==> src/rtl/tef_pkg.sv <==
package tef_pkg;
  localparam int NUM_CH = 2;
  localparam int EV_W   = 8;
  localparam int EV_UPD = 0;
  localparam int EV_CH1 = 1;
  localparam int EV_CH2 = 2;
  localparam int EV_COM = 5;
  localparam int EV_TRG = 6;
  localparam int EV_BRK = 7;
  localparam logic [EV_W-1:0] EV_MASK = 8'hE7;

  // capture edge selected by polarity: 0 rising, 1 falling
  function automatic logic f_cap_hit(input logic pol, input logic rise, input logic fall);
    return pol ? fall : rise;
  endfunction

  // compare hit: equality on an enabled step, or overflow when threshold is out of range
  function automatic logic f_cmp_hit(input logic [15:0] cnt, input logic [15:0] cmp,
                                     input logic [15:0] top, input logic step, input logic ovf);
    if (cmp > top) return ovf;
    return step && (cnt == cmp);
  endfunction

  // sticky flag update, set beats clear
  function automatic logic [EV_W-1:0] f_flag_next(input logic [EV_W-1:0] cur,
                                                  input logic [EV_W-1:0] set,
                                                  input logic [EV_W-1:0] clr);
    return ((cur & ~clr) | set) & EV_MASK;
  endfunction
endpackage

==> src/rtl/tef_evgen.sv <==
module tef_evgen
  import tef_pkg::*;
(
  input  logic            clk,
  input  logic            rst_n,
  input  logic            wr,
  input  logic [EV_W-1:0] wdata,
  output logic [EV_W-1:0] evg_q
);
  always_ff @(posedge clk or negedge rst_n) begin
    if (!rst_n) evg_q <= '0;
    else if (wr) evg_q <= wdata & EV_MASK;
    else         evg_q <= '0;
  end
endmodule

==> src/rtl/tef_counter.sv <==
module tef_counter #(
  parameter int CW = 16,
  parameter int RW = 8
) (
  input  logic          clk,
  input  logic          rst_n,
  input  logic          en,
  input  logic [CW-1:0] top,
  input  logic [RW-1:0] rep_val,
  input  logic          udis,
  input  logic          urs,
  input  logic          ug,
  input  logic          trig,
  output logic [CW-1:0] cnt,
  output logic          reinit,
  output logic          ovf_evt,
  output logic          upd_evt,
  output logic          uif_set
);
  logic [RW-1:0] rep;
  logic          rep_zero;

  always_comb begin
    reinit   = ug | trig;
    rep_zero = (rep == '0);
    ovf_evt  = en && !reinit && (cnt == top);
    if (reinit) begin
      upd_evt = !udis;
      uif_set = !udis && !urs;
    end else begin
      upd_evt = ovf_evt && rep_zero && !udis;
      uif_set = upd_evt;
    end
  end

  always_ff @(posedge clk or negedge rst_n) begin
    if (!rst_n) cnt <= '0;
    else if (reinit || ovf_evt) cnt <= '0;
    else if (en) cnt <= cnt + CW'(1);
  end

  always_ff @(posedge clk or negedge rst_n) begin
    if (!rst_n) rep <= '0;
    else if (upd_evt) rep <= rep_val;
    else if (ovf_evt && !rep_zero) rep <= rep - RW'(1);
  end
endmodule

==> src/rtl/tef_channel.sv <==
module tef_channel
  import tef_pkg::*;
#(
  parameter int CW = 16
) (
  input  logic          clk,
  input  logic          rst_n,
  input  logic [CW-1:0] cnt,
  input  logic [CW-1:0] top,
  input  logic [CW-1:0] cmp,
  input  logic          step,
  input  logic          ovf,
  input  logic          capmode,
  input  logic          pol,
  input  logic          rise,
  input  logic          fall,
  input  logic          gen,
  input  logic          rd,
  output logic          cap_evt,
  output logic          set_evt,
  output logic          clr_evt,
  output logic [CW-1:0] cap_q
);
  logic cmp_evt;

  always_comb begin
    cap_evt = capmode && f_cap_hit(pol, rise, fall);
    cmp_evt = !capmode && f_cmp_hit(16'(cnt), 16'(cmp), 16'(top), step, ovf);
    set_evt = cap_evt || cmp_evt || gen;
    clr_evt = capmode && rd;
  end

  always_ff @(posedge clk or negedge rst_n) begin
    if (!rst_n) cap_q <= '0;
    else if (cap_evt) cap_q <= cnt;
  end
endmodule

==> src/rtl/tef_flags.sv <==
module tef_flags
  import tef_pkg::*;
(
  input  logic              clk,
  input  logic              rst_n,
  input  logic              uif_set,
  input  logic [NUM_CH-1:0] ch_set,
  input  logic [NUM_CH-1:0] ch_clr,
  input  logic              com_set,
  input  logic              trg_set,
  input  logic              brk_set,
  input  logic              moe_set,
  input  logic              sts_wr,
  input  logic [EV_W-1:0]   sts_wdata,
  output logic [EV_W-1:0]   status_q,
  output logic              moe_q
);
  logic [EV_W-1:0] set_v, clr_v;

  always_comb begin
    set_v = '0;
    clr_v = sts_wr ? ~sts_wdata : '0;
    set_v[EV_UPD] = uif_set;
    set_v[EV_COM] = com_set;
    set_v[EV_TRG] = trg_set;
    set_v[EV_BRK] = brk_set;
    for (int i = 0; i < NUM_CH; i++) begin
      set_v[EV_CH1 + i] = ch_set[i];
      clr_v[EV_CH1 + i] = clr_v[EV_CH1 + i] | ch_clr[i];
    end
  end

  always_ff @(posedge clk or negedge rst_n) begin
    if (!rst_n) status_q <= '0;
    else status_q <= f_flag_next(status_q, set_v, clr_v);
  end

  always_ff @(posedge clk or negedge rst_n) begin
    if (!rst_n) moe_q <= 1'b0;
    else if (brk_set) moe_q <= 1'b0;
    else if (moe_set) moe_q <= 1'b1;
  end
endmodule

==> src/rtl/tmr_evt_flags.sv <==
module tmr_evt_flags
  import tef_pkg::*;
#(
  parameter int CW = 16,
  parameter int RW = 8
) (
  input  logic              clk,
  input  logic              rst_n,
  input  logic              cnt_en,
  input  logic [CW-1:0]     arr_val,
  input  logic [RW-1:0]     rep_val,
  input  logic              upd_dis,
  input  logic              upd_src,
  input  logic              trig_in,
  input  logic [NUM_CH-1:0] ch_capmode,
  input  logic [NUM_CH-1:0] cap_pol,
  input  logic [NUM_CH-1:0] cap_rise,
  input  logic [NUM_CH-1:0] cap_fall,
  input  logic [CW-1:0]     cmp1_val,
  input  logic [CW-1:0]     cmp2_val,
  input  logic [NUM_CH-1:0] ccr_rd,
  input  logic              evg_wr,
  input  logic [EV_W-1:0]   evg_wdata,
  input  logic              sts_wr,
  input  logic [EV_W-1:0]   sts_wdata,
  input  logic              moe_set,
  output logic [CW-1:0]     cnt_q,
  output logic [CW-1:0]     cap1_q,
  output logic [CW-1:0]     cap2_q,
  output logic [EV_W-1:0]   status_q,
  output logic [EV_W-1:0]   evg_rd,
  output logic              moe_q
);
  logic [EV_W-1:0]   evg_q;
  logic              reinit, ovf_evt, upd_evt, uif_set, step;
  logic [NUM_CH-1:0] cap_evt, ch_set, ch_clr;
  logic [CW-1:0]     cmp_arr [NUM_CH];
  logic [CW-1:0]     cap_arr [NUM_CH];

  assign cmp_arr[0] = cmp1_val;
  assign cmp_arr[1] = cmp2_val;
  assign cap1_q     = cap_arr[0];
  assign cap2_q     = cap_arr[1];
  assign evg_rd     = evg_q;
  assign step       = cnt_en && !reinit;

  tef_evgen u_evgen (
    .clk(clk), .rst_n(rst_n), .wr(evg_wr), .wdata(evg_wdata), .evg_q(evg_q)
  );

  tef_counter #(.CW(CW), .RW(RW)) u_cnt (
    .clk(clk), .rst_n(rst_n), .en(cnt_en), .top(arr_val), .rep_val(rep_val),
    .udis(upd_dis), .urs(upd_src), .ug(evg_q[EV_UPD]), .trig(trig_in),
    .cnt(cnt_q), .reinit(reinit), .ovf_evt(ovf_evt), .upd_evt(upd_evt),
    .uif_set(uif_set)
  );

  for (genvar g = 0; g < NUM_CH; g++) begin : g_ch
    tef_channel #(.CW(CW)) u_ch (
      .clk(clk), .rst_n(rst_n), .cnt(cnt_q), .top(arr_val), .cmp(cmp_arr[g]),
      .step(step), .ovf(ovf_evt), .capmode(ch_capmode[g]), .pol(cap_pol[g]),
      .rise(cap_rise[g]), .fall(cap_fall[g]), .gen(evg_q[EV_CH1 + g]),
      .rd(ccr_rd[g]), .cap_evt(cap_evt[g]), .set_evt(ch_set[g]),
      .clr_evt(ch_clr[g]), .cap_q(cap_arr[g])
    );
  end

  tef_flags u_flags (
    .clk(clk), .rst_n(rst_n), .uif_set(uif_set), .ch_set(ch_set), .ch_clr(ch_clr),
    .com_set(evg_q[EV_COM]), .trg_set(evg_q[EV_TRG]), .brk_set(evg_q[EV_BRK]),
    .moe_set(moe_set), .sts_wr(sts_wr), .sts_wdata(sts_wdata),
    .status_q(status_q), .moe_q(moe_q)
  );
endmodule

==> config.mk <==
export PLATFORM = sky130hd
export DESIGN_NAME = tmr_evt_flags
export DESIGN_NICKNAME = d
export VERILOG_FILES = /design/src/rtl/tef_pkg.sv /design/src/rtl/tef_evgen.sv /design/src/rtl/tef_counter.sv /design/src/rtl/tef_channel.sv /design/src/rtl/tef_flags.sv /design/src/rtl/tmr_evt_flags.sv
export SDC_FILE = /design/constraint.sdc
export NUM_CORES = 1
export LEC_CHECK = 0
export ABC_AREA = 1
export CORE_MARGIN = 3
export CORE_UTILIZATION = 40
export CTS_BUF_LIST = sky130_fd_sc_hd__clkbuf_8
export DETAILED_ROUTE_END_ITERATION = 10
export GPL_TIMING_DRIVEN = 0
export PLACE_DENSITY = 0.73
export RECOVER_POWER = 25
export SLEW_MARGIN = 30
export SYNTH_ARGS = -nofsm -noshare
export SYNTH_HDL_FRONTEND = slang
export SYNTH_SLANG_ARGS = --single-unit
==> constraint.sdc <==
create_clock -name clk -period 4.5 [get_ports clk]
set_clock_uncertainty 0.15 [all_clocks]
set_input_delay 0.45 -clock clk [delete_from_list [all_inputs] [get_ports clk]]
set_output_delay 0.45 -clock clk [all_outputs]
set_load 0.05 [all_outputs]
; Word-level counts from Yosys, hierarchy flattened
; Cells that the tools add are included.
; W data, S select, Z words.
[op_classes]
addsub = 2
multipliers = 0
div = 0
order_cmp = 2
n_eq_ne = 3
shifts = 0
muxes = 18
bitwise = 7
reduce_logical = 29
[ops]
columns = op, n
row1 = $eq A16 B16 Y1, 3
row2 = $gt A16 B16 Y1, 2
row3 = $mux W16, 2
row4 = $mux W8, 4
row5 = $add A16 B1 Y16 const B, 1
row6 = $not A8 Y8, 2
row7 = $logic_and A1 B1 Y1, 14
row8 = $mux W1, 12
row9 = $and A8 B8 Y8, 1
row10 = $logic_not A8 Y1, 1
row11 = $or A8 B8 Y8, 1
row12 = $sub A8 B1 Y8 const B, 1
row13 = $logic_not A1 Y1, 6
row14 = $reduce_bool A2 Y1, 3
row15 = $logic_or A1 B1 Y1, 5
row16 = $or A1 B1 Y1, 3
[word_totals]
register_bits = 71
latchBits = 0
ram_bits = 0
romBits = 0
input_bits = 91
out_inout_bits = 65
wordCells = 68
memories = 0

; Depth between registers and ports, before layout
; Gate-level depths: netlist of the first run.
[depth]
word_depth = 10
mapped_depth = 14
mapped_depth_nobuf = 14

; Modules after synthesis
; From an unflattened synthesis of the first run, not the netlist that was laid out.
[unflattened]
hier_cells = 700
hier_area_um2 = 5007.3
[by_module_without_submodules]
columns = mod, instances, cells_per_inst, area_each_um2, seq_area_each_um2
row1 = tef_counter, 1, 251, 1810.5, 600.6
row2 = tef_channel at g_ch[0].u_ch, 1, 191, 1323.8, 400.4
row3 = tef_channel at g_ch[1].u_ch, 1, 189, 1320.0, 400.4
row4 = tef_flags, 1, 46, 329.1, 175.2
row5 = tef_evgen, 1, 21, 214.0, 150.1
row6 = tmr_evt_flags, 1, 2, 10.0, 0.0

; Least setup slack after synthesis of the first run
; OpenSTA, ideal clock, no wires.
[synth_path]
path_kind = register to register
start = register u_cnt.cnt[13]
end = register u_cnt.rep[2]
arrival_time_ns = 1.766
t_required_ns = 4.229
path_slack_ns = 2.463
path_stages_with_launch = 10
synth_period_minus_slack_ns = 2.037
cell_sequence = dfrtp_1 -> buf_2 -> xnor2_1 -> nand2_1 -> nor2_2 -> nand4_2 -> inv_2 -> nor2_4 -> nand2_1 -> nand2_1
[synth_via]
elab_chain_len = 6
[synth_rtl]
columns = element, line
row1 = "start, declared", tef_counter.sv:14  ; output logic [CW-1:0] cnt,
row2 = "start signal, assigned", tef_counter.sv:39  ; else if (en) cnt <= cnt + CW'(1);
row3 = $eq A16 B16 Y1 (*), tef_counter.sv:26  ; ovf_evt = en && !reinit && (cnt == top);
row4 = $logic_and A1 B1 Y1 (*), tef_counter.sv:26
row5 = $logic_and A1 B1 Y1 (2 in series), tef_counter.sv:31  ; upd_evt = ovf_evt && rep_zero && !udis;
row6 = $mux W1, tef_counter.sv:27  ; if (reinit) begin
row7 = $mux W8 or $reduce_bool A2 Y1 (tied branches), -
row8 = "end signal, assigned", tef_counter.sv:44  ; else if (upd_evt) rep <= rep_val;
row9 = "end signal, assigned", tef_counter.sv:45  ; else if (ovf_evt && !rep_zero) rep <= rep - RW'(1);
row10 = "end, declared", tef_counter.sv:20  ; logic [RW-1:0] rep;
; Mark *: on every way between the ends. The rest lies on a longest branch, timed or not.
; A chain may end at the register's enable or synchronous reset.

; Worst setup path in the final report of the first run
[layout_path]
start = register u_cnt.cnt[0]
end = output cnt_q[0]
[layout_rtl]
columns = element, line
row1 = "end, declared", tmr_evt_flags.sv:27  ; output logic [CW-1:0] cnt_q,
; No word-level cell between the ends.

==> metrics.txt, run 1 <==
Worst Tran Pin Value=1.54 ns; htree depth=3; clock network fraction of total power=between 30% and 40%; Nets=953; PwrDens=227 nW/um^2; Tcrit/Tclk final=52.7%; first-pass GRT wire length=about 23 mm; CTS tree=built; Req. time, crit path=~3.9 ns; clock-pin slew on the worst setup and hold paths=about 0.08 ns; final slew viol count=26; Clk Latency, worst-skew pair=0.34 ns; Startpoint Class=flip-flop; row count=40; io pins=between 150 and 200; slowest CP cell=clkdlybuf4s50_1; antenna violations before repair=0; grt total ovfl=0; routed length per instance=around 14 um; CTS Buf Count=9; Switching Fraction=30.7%; top_reg_cell synth=dfrtp_1; ant diodes=0; unrepaired setup endpoints after global routing=no; fraction of final layout cells with drive strength greater than 1=9.52%; CTS root buf=clkbuf_8; Final Hold Vio Count=0; clock buffer depth=2; met1 GRT Util=between 20% and 30%; vias in the first global route=about 4,500; Post-CTS Setup Bufs=0; Psw=480 uW; synth warn=0; hold_buf cts=1; crit path max fanout=8; number of buffers added on ports=approximately 150; Mean Syn Cell Area=7.51 sq um; Die H=~120 um; LEAKAGE=between 0.003 and 0.004 uW; Worst Setup End Kind=primary output; Starting Density=between 40% and 50%; fillers=1,190; core area=around 12,000 sq um; crit-path cells=clkdlybuf4s50_1; Die Wd=between 100 and 150 um; EDFF count, synth=0; largest net degree at the start of global routing=45; critical path arrival=between 1.5 and 2 ns; failing checks=capacitance limit, slew limit; Crit path largest cell delay=between 0.8 and 0.9 ns; share of flip-flops with an asynchronous set or reset=100%; cell family with most CP delay=buffers and inverters; met3 GRT Util=around 3.9%; Final HPWL DP=11.7 mm; Final TNS setup=0 ns; DRT Pass-1 Iters=4; synthesized area=4990 sq um; vias per cell=~4.7; GRT Util Overall=20.5%; Placer Congestion=between 0.9 and 1; CP Class=reg -> out; Top Usage Layer GRT=met2; iteration-0 DRC count of the detailed router=around 270; combinational power share=26.0%; fmax=around 420 MHz; Area growth, synth to finish=38.1%; via count=4,719; Num Clock Sinks=69; # setup viols final=0; max-cap violations=1; status=finished, violations left; Tmin final=~2.4 ns; sequential share of power=42.4%; Yosys reg bits=69; WP buf/inv=1; WL final=14.3 mm; peak supply drop=0.145 mV; Max-slew headroom=-2.65%; Routed Antenna Nets=0; register area share after synthesis=about 35%; Hold Path Class=in -> reg; overall power=approximately 1600 uW; die area=between 10,000 and 15,000 sq um; post-cts resize count=0; Unique masters post-synth=42; Int Pwr=1090 uW; cell count after synthesis=between 600 and 700; Remaining DRCs=0; grt met2 use=about a third; fin util=56.9%
-- Yosys cell counts, types with 5 or more instances --
cell type | count | area (sq um)
inv_1 | 68 | 255
o21ai_1 | 5 | 25.0
a21oi_1 | 25 | 125
nand2_1 | 182 | 683
nor3_1 | 8 | 40.0
nand4_1 | 13 | 81.3
inv_2 | 10 | 37.5
buf_4 | 17 | 128
o21ai_0 | 43 | 215
xnor2_1 | 25 | 219
nand3_1 | 31 | 155
nor2_1 | 60 | 225
xor2_1 | 20 | 175
clkbuf_1 | 6 | 22.5
ha_1 | 35 | 438
dfrtp_1 | 69 | 1730
-- stage by stage --
| stage | hold slack, ns | instance area (sq um) | setup WS [ns] | std cells |
|---|---|---|---|---|
| finish | 0.265 | 6900 | 2.13 | 998 |
| global route | 0.277 | 6900 | 2.06 | 998 |
| CTS | 0.248 | 6900 | 2.10 | 998 |
| detailed placement | 0.239 | 6700 | 1.94 | 983 |
| global placement | 0.295 | 6680 | 0.444 | 982 |
| floorplan | 0.00441 | 5010 | 2.46 | 668 |
-- routing by layer --
layer	part of all wire (%)	routed length, um
met5	0	0
met4	1.7	237
met3	4.8	691
met2	45	6420
met1	49	6940
-- kinds of logic after synthesis --
| kind of cell | count (synthesis) | share of synthesized area (%) |
|---|---|---|
| buffers and inverters | 111 | 10.5 |
| other | 1 | 0.0751 |
| and+or+nand+nor | 324 | 29.8 |
| DFF | 69 | 34.6 |
| xor gates and xnor gates | 45 | 7.89 |
| adders and majority gates | 35 | 8.77 |
| AOI/OAI and AO/OA | 80 | 8.42 |
-- cell type report --
| cell class | count | area [sq um] | share of cell area [%] |
|---|---|---|---|
| multi-input combinational | 488 | 2760 | 39.9 |
| sequential | 69 | 1730 | 25.0 |
| timing repair buffer | 148 | 1490 | 21.6 |
| inverter | 80 | 305 | 4.43 |
| buffer | 31 | 219 | 3.17 |
| tap | 168 | 210 | 3.05 |
| clock buffer | 10 | 138 | 2.00 |
| clock inverter | 4 | 50.0 | 0.726 |
-- placed cells by master, fill, tap and decap left out, drive strengths merged, types with 4 or more instances in the layout --
| cell type | count |
|---|---|
| buf | 26 |
| nor3 | 9 |
| nand2 | 188 |
| ha | 35 |
| nand4 | 15 |
| inv | 80 |
| nor3b | 5 |
| nand3 | 33 |
| a21oi | 25 |
| o21ai | 50 |
| dfrtp | 69 |
| clkdlybuf4s50 | 142 |
| nor2 | 68 |
| xor2 | 20 |
| conb | 4 |
| xnor2 | 25 |
| clkbuf | 17 |
| dlygate4sd3 | 4 |
-- power groups by stage --
stage / Clock (uW) / Sequential, uW / Combinational [uW]
after floorplan: 0 / 714 / 191
after global placement: 0 / 675 / 400
after detailed placement: 0 / 675 / 409
after CTS: 508 / 663 / 411
after global routing: 533 / 667 / 452
final: 495 / 663 / 407
-- registers in the layout, indices dropped and copies added, names as in the netlist --
register and count:
g_ch.u_ch.cap_q 32, u_evgen.evg_q 6, u_cnt.rep 8, u_cnt.cnt 16, u_flags.status_q 6, u_flags.moe_q 1
-- worst paths after layout --
path / endpoint / start / slack (ns) / depth (start not counted)
min in group asynchronous: u_flags.status_q[7] / rst_n / 0.88 / 2
worst min register to register: u_flags.status_q[6] / u_evgen.evg_q[6] / 0.31 / 2
max in group asynchronous: g_ch[0].u_ch.cap_q[14] / rst_n / 2.43 / 3
worst max register to register: u_cnt.rep[3] / u_cnt.cnt[13] / 2.40 / 9
worst max-delay path: cnt_q[0] / u_cnt.cnt[0] / 2.13 / 1
worst min-delay path: u_cnt.cnt[10] / cnt_en / 0.27 / 3
Power figures use the tool's default switching activity.
==> run 2, diff against run 1 <==
--- a/config.mk
+++ b/config.mk
@@ -11,7 +11,7 @@
 export CTS_BUF_LIST = sky130_fd_sc_hd__clkbuf_8
 export DETAILED_ROUTE_END_ITERATION = 10
 export GPL_TIMING_DRIVEN = 0
-export PLACE_DENSITY = 0.73
+export PLACE_DENSITY = 0.76
 export RECOVER_POWER = 25
 export SLEW_MARGIN = 30
 export SYNTH_ARGS = -nofsm -noshare
==> constraint.sdc (replaced) <==
create_clock -name clk -period 1.9 [get_ports clk]
set_clock_uncertainty 0.15 [all_clocks]
set_input_delay 0.19 -clock clk [delete_from_list [all_inputs] [get_ports clk]]
set_output_delay 0.19 -clock clk [all_outputs]
set_load 0.05 [all_outputs]
==> metrics.txt, run 2 (synthesis gave the netlist of run 1 again) <==
status=finished, violations left; failing checks=setup timing; Psw=between 1000 and 1500 uW; most common cell after layout, fill and taps aside=nand2_1; Design Area, Final=roughly 7600 sq um; iteration-0 DRC count of the detailed router=between 300 and 400; Worst Setup End Kind=flip-flop; start point of the worst hold path=evg_wdata[2]; CTS Buf Count=9; Die H=118 um; Startpoint Class=flip-flop; top flop regs=g_ch.u_ch.cap_q: 32 flops, u_cnt.cnt: 16 flops, u_cnt.rep: 8 flops; pre-CTS WS=-0.376 ns; clock network fraction of total power=32.2%; CP Class=reg -> reg; Num Clock Sinks=between 60 and 70; row count=40; clock-pin slew on the worst setup and hold paths=~0.070 ns; Die Wd=about 120 um; DP Cell Count=approximately 980; vias per cell=around 4.8; Crit path top cell by count=nand2_1; DRT Pass-1 Iters=5; Routed Antenna Nets=0; Remaining DRCs=0; fmax=about 520 MHz; first-pass GRT wire length=between 20 and 25 mm; Final TNS setup=-0.00671 ns; final slew viol count=0; FF/Latch Area=roughly 1700 sq um; peak supply drop=0.318 mV; most frequent cells in the layout=nand2_1, clkdlybuf4s50_1, inv_1; cell family with most CP delay=simple AND/OR/NAND/NOR gates; Clk Latency, worst-skew pair=0.34 ns; crit path max fanout=8; fillers=~1,100; die area=13,900 sq um; WL final=15.6 mm; max-cap violations=0; LEAKAGE=roughly 0.0040 uW; slowest CP cell=dfrtp_2; via count=~5,000; Crit. Startpoint=u_cnt.cnt[6]; Biggest register=g_ch.u_ch.cap_q; clock buffer depth=2; final std cells w/o fill=around 1,000; Hold Path Class=in -> reg; area of the multi-input gates=2940 sq um; max FFs per register=32; Max-slew headroom=between 10% and 20%; Placed Area=6720 sq um; vias in the first global route=4,686; GRT Util Overall=21.2%; htree depth=3; crit-path cells=buf_6 > nand2_1 > nand2_1 > nor2_1 > nand2_1 > nor2_4 > nand3_4 > nand2_8 > nor2_4 > nand2_1 > nand2_1; final hold slack=about 0.22 ns; Area growth, synth to finish=51.3%; Final Hold Vio Count=0; routed length per instance=approximately 15 um; reg2reg start=u_cnt.cnt[6]; fraction of final layout cells with drive strength greater than 1=20.2%; io pins=around 160; ant diodes=0; Starting Density=between 40% and 50%; number of buffers added on ports=~150; # setup viols final=1; largest net degree at the start of global routing=52; grt total ovfl=0; Tmin final=around 1.9 ns; CTS tree=built; Tcrit/Tclk final=100%; CTS root buf=clkbuf_8; Placer Congestion=0.902; PwrDens=~510 nW/um^2; critical path arrival=roughly 2 ns; Int Pwr=around 2700 uW; Nets=around 990; combinational power share=between 20 and 30%; sequential share of power=40.7%; R2R setup slack=-0.007 ns; Crit path largest cell delay=between 0.4 and 0.5 ns; antenna violations before repair=0; Final HPWL DP=between 10 and 15 mm; unrepaired setup endpoints after global routing=yes; WP buf/inv=1; fin worst setup slack=-0.00671 ns; Worst Tran Pin Value=roughly 1.2 ns; core area=roughly 12,000 sq um; Req. time, crit path=1.97 ns; Switching Fraction=a little under a third
==> run 2: path summary, 6_finish.rpt <==
kind | to | depth (start not counted)
min | u_evgen.evg_q[2] | 3
max in group asynchronous | u_cnt.cnt[7] | 3
max reg2reg | u_cnt.cnt[7] | 11
min reg2reg | u_flags.status_q[6] | 2
max | u_cnt.cnt[7] | 11
min in group asynchronous | u_flags.status_q[6] | 2
==> run 2: what timing repair did <==
| action | 4_1_cts | 5_1_grt |
|---|---|---|
| gates cloned | 0 | 1 |
| hold endpoints to repair | 72 | 0 |
| pin swaps | 10 | 26 |
| endpoints found under the setup margin | 36 | 49 |
| resized for setup | 29 | 96 |
| hold buffers | 2 | 0 |
| setup buffers | 14 | 20 |
==> run 2: area by class of cell <==
class	instances	share of cell area (%)
multi-input cells	488	38.9
repair buffers	184	24.5
flip-flops and latches	69	23.1
inverters	80	4.49
plain buffers	30	3.44
well taps	168	2.78
clock buffers	11	2.00
clock inverters	5	0.778
==> run 2: per-stage QoR <==
stage	util, %	total power [uW]
after CTS	58.7	3820
after floorplan	-	2140
after global placement	55.3	2540
after global routing	62.4	4060
after detailed placement	55.5	2570
final	62.4	3860
==> run 2: routing by layer <==
metal	wire, um	vias to the layer above	GRT usage [%]	part of all wire [%]
met2	7710	186	35.2	50
met1	6560	2298	28.8	42
met4	335	0	6.08	2.2
met3	967	23	3.03	6.2
met5	0	-	0	0
li1	-	2497	-	-
==> run 2: power groups by stage <==
| stage | sequential, uW | clock (uW) | combinational [uW] |
|---|---|---|---|
| 5_1_grt | 1580 | 1330 | 1150 |
| 6_report | 1570 | 1240 | 1050 |
| 3_5_place_dp | 1600 | 0 | 969 |
| 2_1_floorplan | 1690 | 0 | 453 |
| 4_1_cts | 1570 | 1260 | 980 |
| 3_3_place_gp | 1600 | 0 | 945 |
==> run 2: worst min-delay path, cell delays in order <==
cell and delay (ns):
clkdlybuf4s50_1 0.39, nand2_1 0.06, inv_1 0.03
